[config.mk]
export PLATFORM = sky130hd
export DESIGN_NAME = gfx_aperture_remap
export DESIGN_NICKNAME = d
export VERILOG_FILES = /design/src/rtl/gar_pkg.sv /design/src/rtl/gar_window.sv /design/src/rtl/gar_trap_reg.sv /design/src/rtl/gar_walker.sv /design/src/rtl/gfx_aperture_remap.sv
export SDC_FILE = /design/constraint.sdc
export NUM_CORES = 1
export LEC_CHECK = 0
export BUFFER_PORTS_ARGS = -buffer_cell sky130_fd_sc_hd__buf_2
export CORE_MARGIN = 2
export CORE_UTILIZATION = 53
export DETAILED_ROUTE_END_ITERATION = 10
export PLACE_DENSITY_LB_ADDON = 0.1
export SLEW_MARGIN = 30
export SYNTH_ARGS = -nofsm -noshare
export SYNTH_HDL_FRONTEND = slang
export SYNTH_HIERARCHICAL = 1
export SYNTH_SLANG_ARGS = --single-unit
[constraint.sdc]
create_clock -name clk -period 6 [get_ports clk]
set_clock_uncertainty 0.1 [all_clocks]
set_input_delay 0 -clock clk [delete_from_list [all_inputs] [get_ports clk]]
set_output_delay 0 -clock clk [all_outputs]
set_load 0.02 [all_outputs]
[src/rtl/gar_pkg.sv]
package gar_pkg;
  localparam int ADDR_W   = 32;
  localparam int PAGE_LG2 = 12;
  localparam int ENT_LG2  = 2;
  localparam int SZ_W     = $clog2(ADDR_W);

  typedef logic [ADDR_W-1:0] addr_t;
  typedef logic [SZ_W-1:0]   lg2_t;

  typedef enum logic [1:0] {W_IDLE, W_ISSUE, W_WAIT} walk_st_t;

  localparam addr_t OFF_MASK = (addr_t'(1) << PAGE_LG2) - addr_t'(1);

  function automatic addr_t win_mask(lg2_t lg2);
    return ~((addr_t'(1) << lg2) - addr_t'(1));
  endfunction

  function automatic logic win_hit(addr_t a, addr_t base, lg2_t lg2);
    return ((a ^ base) & win_mask(lg2)) == '0;
  endfunction

  function automatic addr_t entry_addr(addr_t a, addr_t base, addr_t tbl);
    return tbl + (((a - base) >> PAGE_LG2) << ENT_LG2);
  endfunction

  function automatic addr_t splice(addr_t entry, addr_t a);
    return (entry & ~OFF_MASK) | (a & OFF_MASK);
  endfunction
endpackage

[src/rtl/gar_window.sv]
module gar_window
  import gar_pkg::*;
(
  input  addr_t addr,
  input  addr_t ap_base,
  input  lg2_t  ap_lg2,
  input  addr_t tbl_base,
  output logic  hit,
  output addr_t ent_addr
);
  always_comb begin
    hit      = win_hit(addr, ap_base, ap_lg2);
    ent_addr = entry_addr(addr, ap_base, tbl_base);
  end
endmodule

[src/rtl/gar_trap_reg.sv]
module gar_trap_reg (
  input  logic clk,
  input  logic rst_n,
  input  logic we,
  input  logic wdata,
  output logic en
);
  always_ff @(posedge clk) begin
    if (!rst_n)  en <= 1'b0;
    else if (we) en <= wdata;
  end
endmodule

[src/rtl/gar_walker.sv]
module gar_walker
  import gar_pkg::*;
(
  input  logic  clk,
  input  logic  rst_n,
  input  logic  start,
  input  addr_t start_addr,
  input  addr_t start_ent,
  output logic  busy,
  output logic  tbl_rd,
  output addr_t tbl_rd_addr,
  input  logic  tbl_rvalid,
  input  addr_t tbl_rdata,
  output logic  done,
  output addr_t done_addr,
  output logic  done_err
);
  walk_st_t st;
  addr_t    held_addr;
  addr_t    held_ent;

  always_ff @(posedge clk) begin
    if (!rst_n) begin
      st        <= W_IDLE;
      held_addr <= '0;
      held_ent  <= '0;
    end else begin
      unique case (st)
        W_IDLE:  if (start) begin
                   st        <= W_ISSUE;
                   held_addr <= start_addr;
                   held_ent  <= start_ent;
                 end
        W_ISSUE: st <= W_WAIT;
        W_WAIT:  if (tbl_rvalid) st <= W_IDLE;
        default: st <= W_IDLE;
      endcase
    end
  end

  always_comb begin
    busy        = (st != W_IDLE);
    tbl_rd      = (st == W_ISSUE);
    tbl_rd_addr = held_ent;
    done        = (st == W_WAIT) && tbl_rvalid;
    done_addr   = splice(tbl_rdata, held_addr);
    done_err    = ~tbl_rdata[0];
  end
endmodule

[src/rtl/gfx_aperture_remap.sv]
module gfx_aperture_remap
  import gar_pkg::*;
(
  input  logic        clk,
  input  logic        rst_n,
  input  logic        req_valid,
  output logic        req_ready,
  input  logic [31:0] req_addr,
  output logic        out_valid,
  output logic [31:0] out_addr,
  output logic        out_err,
  output logic        out_remap,
  output logic        tbl_rd,
  output logic [31:0] tbl_rd_addr,
  input  logic        tbl_rvalid,
  input  logic [31:0] tbl_rdata,
  input  logic [31:0] cfg_ap_base,
  input  logic [4:0]  cfg_ap_lg2,
  input  logic [31:0] cfg_tbl_base,
  input  logic        trap_we,
  input  logic        trap_wdata
);
  logic  win_hit_w;
  addr_t ent_addr_w;
  logic  trap_en;
  logic  busy;
  logic  walk_done;
  addr_t walk_addr;
  logic  walk_err;
  logic  accept, walk_start, pass_evt, trap_evt;

  gar_window u_win (
    .addr(req_addr), .ap_base(cfg_ap_base), .ap_lg2(cfg_ap_lg2),
    .tbl_base(cfg_tbl_base), .hit(win_hit_w), .ent_addr(ent_addr_w)
  );

  gar_trap_reg u_trap (
    .clk(clk), .rst_n(rst_n), .we(trap_we), .wdata(trap_wdata), .en(trap_en)
  );

  gar_walker u_walk (
    .clk(clk), .rst_n(rst_n), .start(walk_start), .start_addr(req_addr),
    .start_ent(ent_addr_w), .busy(busy), .tbl_rd(tbl_rd),
    .tbl_rd_addr(tbl_rd_addr), .tbl_rvalid(tbl_rvalid), .tbl_rdata(tbl_rdata),
    .done(walk_done), .done_addr(walk_addr), .done_err(walk_err)
  );

  always_comb begin
    req_ready  = ~busy;
    accept     = req_valid && req_ready;
    walk_start = accept && win_hit_w;
    pass_evt   = accept && !win_hit_w && !trap_en;
    trap_evt   = accept && !win_hit_w && trap_en;
  end

  always_ff @(posedge clk) begin
    if (!rst_n) begin
      out_valid <= 1'b0;
      out_addr  <= '0;
      out_err   <= 1'b0;
      out_remap <= 1'b0;
    end else begin
      out_valid <= walk_done || pass_evt || trap_evt;
      if (walk_done) begin
        out_err   <= walk_err;
        out_remap <= ~walk_err;
        out_addr  <= walk_err ? '0 : walk_addr;
      end else if (pass_evt) begin
        out_err   <= 1'b0;
        out_remap <= 1'b0;
        out_addr  <= req_addr;
      end else if (trap_evt) begin
        out_err   <= 1'b1;
        out_remap <= 1'b0;
        out_addr  <= '0;
      end
    end
  end
endmodule

==> implementation parameters, run 1 <==
Parameter                              Value

Finish
  Fraction of final layout cells sized beyond drive strength 1    26.0%
  Sequential cell area    roughly 1600 sq um
  Combined area of the multi-input logic cells    approximately 4400 sq um
  Layout-stage area growth over the synthesis result    26.6%
  Diodes inserted    0
  Filler Cells Inserted    1117
  NumNets Final    1240

GRT
  Combined global-route utilization of all metal layers    27.4%
  Number of global-route vias before repair    6172
  Pin count of the biggest net entering global routing    85
  Initial antenna violation count    0
  Wire length of the first global-routing pass    29600 um
  Leftover overflow at the end of global routing    0

Logic synthesis
  Yosys warns    6
  Synthesized area divided by synthesized cell count    8.12 sq um
  Main combinational cell family by area after synthesis    compound AO/OA/AOI/OAI gates
  Asr flop ratio synth    0%
  Flop and latch count out of synthesis    82
  Nets in the synthesized netlist    1027
  Area of the mapped netlist    6760 sq um
  Number of synthesized flops with an enable pin    0
  Main flop type after synthesis    sky130_fd_sc_hd__dfxtp_1
  Compound-cell area share of the yosys netlist    between 20% and 30%
  Synth cell types    69
  Portion of netlist area occupied by mux cells    between 6 and 7%
  Post-synthesis share of cell area spent on xor and xnor gates    5.70%
  Gate Count Post-Synth    between 800 and 900
  Post-synthesis share of cell area spent on full adders, half adders and majority gates    10.3%
  Post-Synth Simple-Gate Area    15.9%
  Register area share after synthesis    approximately 24%

Worst hold path
  End of the worst hold path    u_walk/tbl_rd_addr[4]$_SDFFE_PN0P_
  Path type of the worst min-delay path    in2reg
  Startpoint of the most critical hold path    cfg_tbl_base[4]
  Number of instances on the worst hold path    5

Critical path
  Maximum fanout count along the critical path    5
  Worst R2R Setup Slack    2.57 ns
  Startpoint type of the worst setup path    input pin
  Worst path cell trace    dlygate4sd3_1 > buf_2 > ha_1 > a211oi_1 > a21oi_1 > a2111oi_0 > o21a_1 > o21bai_1 > a31oi_1 > o21bai_1 > xor2_1 > ha_1 > and3_1 > and3_1 > a221o_1 > a31oi_2 > nand2b_1 > xnor2_1 > dlygate4sd3_1 > nand2_1 > mux2i_1
  Biggest cell delay along the critical path    approximately 0.91 ns
  Endpoint of the worst-slack reg-to-reg timing path    out_addr[13]$_SDFFE_PN0P_
  Type of destination of the critical path    register
  Crit Path Category    in2reg
  Reg2reg start    u_walk/st[1]$_SDFFE_PN0P_
  Critical path's top delay family    compound AO/OA/AOI/OAI gates
  Number of cell instances on the worst register-to-register path    7
  Critical-path top delay cell    sky130_fd_sc_hd__a2111oi_0
  Signal arrival time at the worst endpoint    5.67 ns
  CP required    6.18 ns
  Buf+Inv Stages, Crit Path    3

Power and ir drop
  Power per standard cell area    between 200 and 250 nW/um^2
  Pwr Total    0.00185 W
  Leakage    3.94 nW
  Peak supply drop    about 0.00014 V

Die
  Die span in y    ~120 um
  Die Outline Area    13700 sq um
  Top-level I/O count    208
  Initial core utilization    54.0%
  Area inside the core boundary    12500 sq um
  Row cnt    41
  Die width    between 100 and 150 um

Routing
  Vias    6692
  Number of iterations in the first detailed-routing pass    5
  Vias per Instance    5.47
  Wire length reported by the detailed router    approximately 19000 um
  Routed length per placed instance    approximately 16 um
  Remaining design rule violation count    0
  Iter 0 DRT Violations    approximately 610
  Residual antenna-violating net count after detailed routing    0

Timing
  Setup tns final    0 ns
  Transition time at the pin with the least slew margin    1.03 ns
  Unrepaired setup endpoints after global routing    false
  Final Slew Violations    0
  Time the final worst path needs with I/O delays and setup    5.49 ns
  Max frequency    0.182 GHz
  Post-route clock period utilization    91.5%
  Final setup violating endpoints    0
  Final hold viol count    0
  Slew HR    approximately 29%

Job
  Max-cap violations    0

Clocking
  Clock tree from TritonCTS    yes
  Clock sink count    slightly above 80
  Clock Pin Slew Worst Setup and Hold Paths    ~0.060 ns
  Cell at the root of the clock tree    sky130_fd_sc_hd__clkbuf_16
  Clk buf depth    2
  Total CTS buffers    9
  H-tree Lvls    3
  Post-CTS repair timing setup buffer count    0
  Number of gates resized after CTS    0
  Clock latency reported for the late side of the worst-skew pair    0.35 ns

Placed design
  HPWL reported at the end of detailed placement    13400 um
  Count of buffers from port buffering    196
  Routability cong.    about 1.0

Outcome
  Status    completed
per-stage QoR:
stage / area, sq um / setup slack, ns / hold slack (ns) / std cells / utilization, %
final: 8560 / 0.508 / 0.0649 / 1223 / 68.4
after global routing: 8560 / 0.223 / 0.101 / 1223 / 68.4
after CTS: 8560 / 0.624 / 0.0527 / 1223 / 68.4
after detailed placement: 7530 / 1.15 / 0.160 / 1135 / 60.2
after global placement: 7530 / 1.15 / 0.158 / 1135 / 60.2
after floorplan: 6760 / 1.83 / 0.0282 / 833 / -
routing by layer:
metal / routed length [um] / track usage, % / vias up / part of all wire, %
li1: - / - / 3362 / -
met2: 8500 / 43.2 / 275 / 45
met5: 0 / 0 / - / 0
met4: 822 / 13.6 / 0 / 4.3
met3: 1360 / 4.38 / 47 / 7.1
met1: 8330 / 36.6 / 3008 / 44
layout make-up:
cell class / instances / share of cell area (%)
Clock inverter: 6 / 0.760
Sequential cell: 82 / 19.2
Clock buffer: 10 / 2.79
Timing Repair Buffer: 276 / 20.8
Inverter: 55 / 2.41
Tap cell: 172 / 2.51
Multi-Input combinational cell: 622 / 51.6
where the power goes:
group          total (W)  internal [W]  switching (W)
Sequential      0.000569      0.000561     0.00000794
Combinational   0.000708      0.000316       0.000392
Clock           0.000570      0.000334       0.000236
worst register-to-register path: stages, from the launching register on:
cell and delay (ns):
sky130_fd_sc_hd__dfxtp_1 0.40, sky130_fd_sc_hd__and3b_2 0.20, sky130_fd_sc_hd__buf_4 0.38, sky130_fd_sc_hd__nor2b_4 0.82, sky130_fd_sc_hd__a22oi_1 0.20, sky130_fd_sc_hd__dlygate4sd3_1 0.59
sky130_fd_sc_hd__a21oi_1 0.13, sky130_fd_sc_hd__dlygate4sd3_1 0.55
worst max path at each step:
stage	from	endpoint	slack [ns]	cells after the start
after floorplan	cfg_ap_lg2[4]	u_walk/held_addr[10]$_SDFFE_PN0P_	1.83	17
after global placement	cfg_ap_lg2[1]	out_valid$_SDFF_PN0_	1.15	18
after detailed placement	cfg_ap_lg2[1]	out_valid$_SDFF_PN0_	1.15	16
after CTS	req_addr[8]	u_walk/tbl_rd_addr[23]$_SDFFE_PN0P_	0.62	21
after global routing	req_addr[3]	u_walk/tbl_rd_addr[23]$_SDFFE_PN0P_	0.22	21
final	req_addr[8]	u_walk/tbl_rd_addr[23]$_SDFFE_PN0P_	0.51	21
Yosys cell counts, types with 13 or more instances:
master                     instances  area (sq um)
sky130_fd_sc_hd__a21o_1           13          97.6
sky130_fd_sc_hd__a21oi_2          31           272
sky130_fd_sc_hd__o21ai_0          27           135
sky130_fd_sc_hd__buf_2            15          75.1
sky130_fd_sc_hd__clkbuf_1         23          86.3
sky130_fd_sc_hd__mux2i_1          46           460
sky130_fd_sc_hd__o31ai_1          33           248
sky130_fd_sc_hd__a22oi_1          32           240
sky130_fd_sc_hd__xor2_1           16           140
sky130_fd_sc_hd__nor2_1           30           113
sky130_fd_sc_hd__nand2_1         122           458
sky130_fd_sc_hd__xnor2_1          28           245
sky130_fd_sc_hd__dfxtp_1          82          1640
sky130_fd_sc_hd__a21oi_1          43           215
sky130_fd_sc_hd__inv_1            55           206
sky130_fd_sc_hd__ha_1             54           676
sky130_fd_sc_hd__buf_4            26           195
logic make-up (layout without fill, tap and decap cells):
| group | after synthesis | after routing |
|---|---|---|
| xor gates and xnor gates | 44 | 44 |
| and+or+nand+nor | 230 | 230 |
| DFF | 82 | 82 |
| adders and majority gates | 55 | 55 |
| muxes | 46 | 46 |
| buffers and inverters | 129 | 347 |
| AOI/OAI and AO/OA | 247 | 247 |
layout by cell type, fill, tap and decap left out, types with 4 or more instances in the layout:
| master | n |
|---|---|
| sky130_fd_sc_hd__buf_2 | 195 |
| sky130_fd_sc_hd__a21oi_2 | 31 |
| sky130_fd_sc_hd__nor3_1 | 12 |
| sky130_fd_sc_hd__or2_2 | 5 |
| sky130_fd_sc_hd__o21ai_0 | 27 |
| sky130_fd_sc_hd__and2_1 | 7 |
| sky130_fd_sc_hd__a2111oi_0 | 4 |
| sky130_fd_sc_hd__o21a_1 | 7 |
| sky130_fd_sc_hd__xnor2_1 | 28 |
| sky130_fd_sc_hd__dfxtp_1 | 82 |
| sky130_fd_sc_hd__and3_1 | 7 |
| sky130_fd_sc_hd__a21o_1 | 13 |
| sky130_fd_sc_hd__inv_1 | 55 |
| sky130_fd_sc_hd__o31ai_1 | 33 |
| sky130_fd_sc_hd__nand3_1 | 8 |
| sky130_fd_sc_hd__nor2_1 | 30 |
| sky130_fd_sc_hd__o21bai_1 | 6 |
| sky130_fd_sc_hd__nand2_1 | 122 |
| sky130_fd_sc_hd__a21oi_1 | 43 |
| sky130_fd_sc_hd__nand2b_1 | 10 |
| sky130_fd_sc_hd__mux2i_1 | 46 |
| sky130_fd_sc_hd__clkbuf_16 | 9 |
| sky130_fd_sc_hd__a31oi_1 | 5 |
| sky130_fd_sc_hd__a22oi_1 | 32 |
| sky130_fd_sc_hd__dlygate4sd3_1 | 72 |
| sky130_fd_sc_hd__a211oi_1 | 9 |
| sky130_fd_sc_hd__xor2_1 | 16 |
| sky130_fd_sc_hd__nor3b_1 | 4 |
| sky130_fd_sc_hd__buf_4 | 8 |
| sky130_fd_sc_hd__nor2b_1 | 7 |
| sky130_fd_sc_hd__ha_1 | 54 |
what timing repair did:
item                                    CTS  global route
hold buffers                             72             0
endpoints found under the hold margin    60             0
endpoints found under the setup margin    0             0
sequential cells by signal, indices dropped and copies added, names as in the netlist:
name and cells:
out_valid 1, u_walk/tbl_rd_addr 32, u_walk/held_addr 12, out_remap 1, u_walk/st 2, out_addr 32
u_trap/en 1, out_err 1
No activity file was read; power rests on OpenSTA's default activity.
==> run 2: changes to the inputs <==
--- a/config.mk
+++ b/config.mk
@@ -5,8 +5,10 @@
 export SDC_FILE = /design/constraint.sdc
 export NUM_CORES = 1
 export LEC_CHECK = 0
+export ABC_CLOCK_PERIOD_IN_PS = 6000
 export BUFFER_PORTS_ARGS = -buffer_cell sky130_fd_sc_hd__buf_2
-export CORE_MARGIN = 2
+export CORE_ASPECT_RATIO = 0.7
+export CORE_MARGIN = 4
 export CORE_UTILIZATION = 53
 export DETAILED_ROUTE_END_ITERATION = 10
 export PLACE_DENSITY_LB_ADDON = 0.1
==> run 2 against run 1 <==
Against the previous run: core utilization grew 0.82 points; design area up 0.77%; register-to-register slack gained 0.22 ns; combinational power up 0.6%; clock-buffer cell count unchanged; final cell count is 0.41% lower; die area up 7.2%; highest routed layer unchanged; critical path depth is 1 higher; worst setup slack improved by 0.079 ns; critical path type unchanged; sequential power barely moved; total power grew 3.0%; fmax grew 1.5%; critical endpoint unchanged.
==> implementation parameters, run 2 (same netlist as run 1, synthesis figures left out) <==
Parameter                              Value

Placed design
  Post-place setup slack    1.11 ns
  HPWL reported at the end of detailed placement    13900 um
  Routability cong.    0.970
  Count of buffers from port buffering    196

Power and ir drop
  Pwr Total    between 0.0015 and 0.002 W
  Leakage    3.98 nW
  Power per standard cell area    221 nW/um^2
  Peak supply drop    around 0.00015 V

Clocking
  Clock Pin Slew Worst Setup and Hold Paths    around 0.07 ns
  Total CTS buffers    9
  Clk buf depth    2
  Post-CTS repair timing setup buffer count    0
  Number of hold buffers added after CTS    ~80
  Clock sink count    82
  Number of gates resized after CTS    0
  Cell at the root of the clock tree    sky130_fd_sc_hd__clkbuf_16
  Clock tree from TritonCTS    yes
  H-tree Lvls    3
  Clock latency reported for the late side of the worst-skew pair    roughly 0.34 ns

Timing
  PnR worst setup slack    just under 0.6 ns
  Setup tns final    0 ns
  Final hold slack    0.0795 ns
  Final setup violating endpoints    0
  Max frequency    0.185 GHz
  Final hold viol count    0
  Time the final worst path needs with I/O delays and setup    about 5.4 ns
  Transition time at the pin with the least slew margin    ~0.84 ns
  Slew HR    44.2%
  Unrepaired setup endpoints after global routing    false
  Post-route clock period utilization    90.2%
  Final Slew Violations    0

Finish
  NumNets Final    1245
  Most common cell after layout, fill and taps aside    sky130_fd_sc_hd__buf_2
  Diodes inserted    0
  Commonest cells after routing, fill and taps aside    sky130_fd_sc_hd__buf_2 (195), sky130_fd_sc_hd__nand2_1 (122), sky130_fd_sc_hd__dfxtp_1 (82)
  Layout-stage area growth over the synthesis result    27.6%
  Fraction of final layout cells sized beyond drive strength 1    25.7%

Routing
  Vias per Instance    5.51
  Remaining design rule violation count    0
  Number of iterations in the first detailed-routing pass    5
  Residual antenna-violating net count after detailed routing    0
  Wire length reported by the detailed router    19700 um
  Vias    6715
  Routed length per placed instance    16.2 um
  Iter 0 DRT Violations    434

GRT
  Met1 Use GR    36.6%
  Pin count of the biggest net entering global routing    approximately 110
  Leftover overflow at the end of global routing    0
  Initial antenna violation count    0
  Number of global-route vias before repair    6062
  Combined global-route utilization of all metal layers    between 20% and 30%
  Met3 usage in global routing    under 10%
  Busiest layer in global routing    met2
  Grt met2 use    39.7%
  Wire length of the first global-routing pass    30200 um

Die
  Die width    about 140 um
  Initial core utilization    54.2%
  Row cnt    34
  Top-level I/O count    208
  Die Outline Area    14700 sq um
  Area inside the core boundary    12500 sq um
  Die span in y    just over 100 um

Critical path
  Number of cell instances on the worst register-to-register path    5
  Type of destination of the critical path    register
  Critical-path top delay cell    sky130_fd_sc_hd__dlygate4sd3_1
  Startpoint type of the worst setup path    input pin
  Biggest cell delay along the critical path    0.57 ns
  CP required    around 6.2 ns
  Crit Path Category    in2reg
  Worst path cell trace    dlygate4sd3_1 > buf_2 > ha_1 > a211oi_1 > a21oi_1 > a2111o_1 > a21oi_1 > o21ai_0 > a21o_1 > xor2_1 > ha_1 > nor3_1 > o211ai_1 > a41oi_2 > o21ai_1 > a221o_1 > a31oi_2 > nand2b_1 > xnor2_1 > dlygate4sd3_1 > nand2_1 > mux2i_1
  Maximum fanout count along the critical path    5
  Signal arrival time at the worst endpoint    about 5.6 ns

Worst hold path
  Path type of the worst min-delay path    in2reg
  Number of instances on the worst hold path    5

Outcome
  Status    completed

Job
  Max-cap violations    0
==> run 2: changes by cell type in the layout (fill, tap and decap cells not counted), sizes merged <==
cell / previous run / this run
bufinv: 1 / 2
inv: 56 / 57
buf: 204 / 202
dlygate4sd3: 72 / 79
clkinv: 3 / 1
==> run 2: worst max-delay path, delay by kind of cell <==
kind,cells,cell delay (ns)
XOR/XNOR,2,0.27
buffers and inverters,3,1.24
multiplexers,1,0.14
adder cells (fa/ha/maj),2,0.59
AND/OR/NAND/NOR,3,0.40
AO/OA/AOI/OAI,11,2.91
==> run 2: through the flow <==
stage / util [%] / cell area [sq um] / instances
after floorplan: - / 6760 / 833
after global placement: 60.1 / 7490 / 1123
after detailed placement: 60.1 / 7490 / 1123
after CTS: 69.2 / 8620 / 1218
after global routing: 69.2 / 8630 / 1218
final: 69.2 / 8630 / 1218
==> run 2: layout make-up <==
class	count	area, sq um
Multi-Input combinational cell	622	4420
Fill cell	1075	3840
Timing Repair Buffer	281	1820
Sequential cell	82	1640
Clock buffer	10	239
Inverter	55	206
Tap cell	162	203
Clock inverter	6	96.3
==> run 2: metal layers <==
layer  vias up  wire length [um]
li1       3377                 -
met1      3063              9240
met2       252              8630
met3        23              1460
met4         0               373
met5         -                 0
==> run 2: worst paths after layout <==
path | to | start | slack (ns)
worst min register to register | out_remap$_SDFFE_PN0P_ | out_remap$_SDFFE_PN0P_ | 0.35
worst max register to register | out_addr[18]$_SDFFE_PN0P_ | u_walk/st[1]$_SDFFE_PN0P_ | 2.79
worst min-delay path | u_walk/tbl_rd_addr[5]$_SDFFE_PN0P_ | cfg_tbl_base[5] | 0.08
worst max-delay path | u_walk/tbl_rd_addr[23]$_SDFFE_PN0P_ | req_addr[8] | 0.59
==> run 2: report_power, final <==
| group | switching (W) | total (W) | internal (W) |
|---|---|---|---|
| Combinational | 0.000394 | 0.000712 | 0.000317 |
| Sequential | 0.00000861 | 0.000569 | 0.000561 |
| Clock | 0.000240 | 0.000622 | 0.000381 |
| Total | 0.000643 | 0.00190 | 0.00126 |
==> run 3: changes to the inputs <==
--- a/config.mk
+++ b/config.mk
@@ -5,11 +5,11 @@
 export SDC_FILE = /design/constraint.sdc
 export NUM_CORES = 1
 export LEC_CHECK = 0
-export ABC_CLOCK_PERIOD_IN_PS = 6000
+export ABC_CLOCK_PERIOD_IN_PS = 6800
 export BUFFER_PORTS_ARGS = -buffer_cell sky130_fd_sc_hd__buf_2
 export CORE_ASPECT_RATIO = 0.7
 export CORE_MARGIN = 4
-export CORE_UTILIZATION = 53
+export CORE_UTILIZATION = 57
 export DETAILED_ROUTE_END_ITERATION = 10
 export PLACE_DENSITY_LB_ADDON = 0.1
 export SLEW_MARGIN = 30
==> constraint.sdc (replaced) <==
create_clock -name clk -period 6.8 [get_ports clk]
set_clock_uncertainty 0.1 [all_clocks]
set_input_delay 0 -clock clk [delete_from_list [all_inputs] [get_ports clk]]
set_output_delay 0 -clock clk [all_outputs]
set_load 0.02 [all_outputs]
==> run 3 against run 2 <==
Against the previous run: flip-flop and latch count is the same; clock-buffer cell count unchanged; critical endpoint is now u_walk/tbl_rd_addr[24]$_SDFFE_PN0P_; critical path type unchanged; design area shrank 1.5%; largest power group unchanged; sequential share of layout area increased by 0.29 points; worst setup slack improved by 1.0 ns; combinational power shrank 12%; via count increased by 1.1%.
==> implementation parameters, run 3 (same netlist as run 1, synthesis figures left out) <==
Parameter                              Value

Clocking
  Cell at the root of the clock tree    sky130_fd_sc_hd__clkbuf_16
  Clock Pin Slew Worst Setup and Hold Paths    0.06 ns
  H-tree Lvls    3
  Clk buf depth    2
  Number of gates resized after CTS    0
  Clock latency reported for the late side of the worst-skew pair    0.34 ns
  Number of hold buffers added after CTS    70
  Post-CTS repair timing setup buffer count    0
  Total CTS buffers    9
  Clock sink count    82
  Clock tree from TritonCTS    yes

Routing
  Number of iterations in the first detailed-routing pass    5
  Vias per Instance    5.65
  Routed length per placed instance    16.5 um
  Iter 0 DRT Violations    ~430
  Remaining design rule violation count    0
  Wire length reported by the detailed router    19900 um
  Residual antenna-violating net count after detailed routing    0
  Vias    6788

Critical path
  Library cell appearing most often on the critical path    sky130_fd_sc_hd__a21oi_1
  Number of cell instances on the worst register-to-register path    6
  Endpoint of the worst-slack reg-to-reg timing path    out_addr[25]$_SDFFE_PN0P_
  Endpoint of the worst setup timing path    u_walk/tbl_rd_addr[24]$_SDFFE_PN0P_
  Biggest cell delay along the critical path    0.53 ns
  Signal arrival time at the worst endpoint    5.34 ns
  WP depth    22
  Worst path cell trace    dlygate4sd3_1 > buf_2 > ha_1 > a211oi_1 > a21oi_1 > a2111o_1 > a21oi_1 > o21ai_0 > a21o_1 > a21oi_1 > xnor2_1 > ha_1 > nand4_1 > a2111oi_2 > o31a_2 > o21ai_2 > a221oi_4 > o31ai_4 > a211oi_1 > xor2_1 > nand2_1 > mux2i_1
  Crit Path Category    in2reg
  Maximum fanout count along the critical path    6
  Reg2reg start    u_walk/st[1]$_SDFFE_PN0P_
  Buf+Inv Stages, Crit Path    2
  Critical path's top delay family    compound AO/OA/AOI/OAI gates
  CP required    6.97 ns
  Worst R2R Setup Slack    3.79 ns
  Startpoint type of the worst setup path    input pin
  Type of destination of the critical path    register
  Critical-path top delay cell    sky130_fd_sc_hd__dlygate4sd3_1
  Critical path origin    req_addr[8]

Die
  Die Outline Area    13700 sq um
  Die span in y    99.1 um
  Row cnt    32
  Die width    138 um
  Top-level I/O count    ~210
  Area inside the core boundary    11300 sq um
  Initial core utilization    59.9%

GRT
  Combined global-route utilization of all metal layers    28.2%
  Initial antenna violation count    1
  Wire length of the first global-routing pass    32400 um
  Number of global-route vias before repair    between 6000 and 7000
  Leftover overflow at the end of global routing    0
  Pin count of the biggest net entering global routing    87

Timing
  Setup tns final    0 ns
  Unrepaired setup endpoints after global routing    false
  Time the final worst path needs with I/O delays and setup    5.18 ns
  Final setup violating endpoints    0
  Post-route clock period utilization    76.1%
  Transition time at the pin with the least slew margin    ~0.86 ns
  Slew HR    42.9%
  Final hold viol count    0
  Final Slew Violations    0
  Max frequency    0.193 GHz

Power and ir drop
  Share of power burned in combinational logic    38.5%
  Leakage    3.92 nW
  Peak supply drop    0.000115 V
  Internal    0.00106 W
  Switching power as a share of total power    34.8%
  Flop pwr share    between 30% and 40%
  Power per standard cell area    191 nW/um^2
  Switching pwr    0.000567 W
  Fraction of power consumed by the clock network    a little under a third

Finish
  Most common cell after layout, fill and taps aside    sky130_fd_sc_hd__buf_2
  Commonest cells after routing, fill and taps aside    sky130_fd_sc_hd__buf_2 (195), sky130_fd_sc_hd__nand2_1 (122), sky130_fd_sc_hd__dfxtp_1 (82)
  Sequential cell area    1640 sq um
  Filler Cells Inserted    892
  Layout-stage area growth over the synthesis result    25.7%
  Fraction of final layout cells sized beyond drive strength 1    approximately 26%
  Combined area of the multi-input logic cells    4420 sq um
  NumNets Final    between 1000 and 1500
  Post-layout instance count excluding filler cells    1202

Placed design
  Count of buffers from port buffering    196
  Routability cong.    approximately 0.94
  Number of placed cells counting well taps    1115
  HPWL reported at the end of detailed placement    13800 um

Worst hold path
  Path type of the worst min-delay path    in2reg

Job
  Max-cap violations    0

Outcome
  Status    completed
## run 3: cell count changes in the layout (fill, tap and decap cells not counted)
cell / before / now
sky130_fd_sc_hd__buf_4: 6 / 8
sky130_fd_sc_hd__diode_2: 0 / 1
sky130_fd_sc_hd__bufinv_16: 2 / 1
sky130_fd_sc_hd__clkbuf_1: 0 / 1
sky130_fd_sc_hd__buf_6: 1 / 0
sky130_fd_sc_hd__clkbuf_8: 1 / 0
sky130_fd_sc_hd__dlygate4sd3_1: 79 / 70
sky130_fd_sc_hd__clkinvlp_4: 1 / 2
## run 3: stage by stage
stage               cell area, sq um  util [%]  hold slack, ns  setup slack, ns  total power [W]
finish                          8500      75.3          0.0731             1.62          0.00163
detailed placement              7490      66.3           0.158             1.72          0.00109
CTS                             8490      75.2          0.0631             1.63          0.00163
floorplan                       6760         -          0.0282             2.63         0.000958
global placement                7490      66.3           0.160             1.87          0.00109
global route                    8500      75.3          0.0914             1.33          0.00172
## run 3: worst min path at each step
stage | from | to | slack (ns) | depth (start not counted)
2_1_floorplan | rst_n | u_trap/en$_SDFFE_PN0P_ | 0.03 | 1
3_3_place_gp | cfg_tbl_base[1] | u_walk/tbl_rd_addr[1]$_SDFFE_PN0P_ | 0.16 | 3
3_5_place_dp | cfg_tbl_base[0] | u_walk/tbl_rd_addr[0]$_SDFFE_PN0P_ | 0.16 | 3
4_1_cts | cfg_tbl_base[5] | u_walk/tbl_rd_addr[5]$_SDFFE_PN0P_ | 0.06 | 5
5_1_grt | cfg_tbl_base[5] | u_walk/tbl_rd_addr[5]$_SDFFE_PN0P_ | 0.09 | 5
6_report | cfg_tbl_base[5] | u_walk/tbl_rd_addr[5]$_SDFFE_PN0P_ | 0.07 | 5
## run 3: final cells by class
class	instances	area share, %
clock buffers	10	2.69
flip-flops and latches	82	19.3
multi-input cells	622	52.0
well taps	153	2.25
diodes	1	0.0294
clock inverters	6	0.868
repair buffers	273	20.4
inverters	55	2.43
## run 3: metal layers
metal | wire (um) | global-route usage, % | part of all wire, %
met5 | 0 | 0 | 0
met4 | 369 | 8.50 | 1.9
met3 | 1500 | 6.25 | 7.5
met2 | 8990 | 45.0 | 45
met1 | 9030 | 38.4 | 45
## run 3: power by group through the flow
stage | logic (W) | clock network (W) | registers [W]
final | 0.000626 | 0.000499 | 0.000502
after global routing | 0.000692 | 0.000528 | 0.000504
after CTS | 0.000616 | 0.000507 | 0.000502
after detailed placement | 0.000577 | 0 | 0.000513
after global placement | 0.000573 | 0 | 0.000512
after floorplan | 0.000428 | 0 | 0.000530
## run 3: worst register-to-register path, cell delays in order, from the launching register on
cell and delay (ns):
sky130_fd_sc_hd__dfxtp_1 0.41, sky130_fd_sc_hd__and3b_2 0.22, sky130_fd_sc_hd__buf_4 0.40, sky130_fd_sc_hd__nor2b_4 0.84, sky130_fd_sc_hd__a22oi_1 0.23, sky130_fd_sc_hd__dlygate4sd3_1 0.62, sky130_fd_sc_hd__a21oi_2 0.13
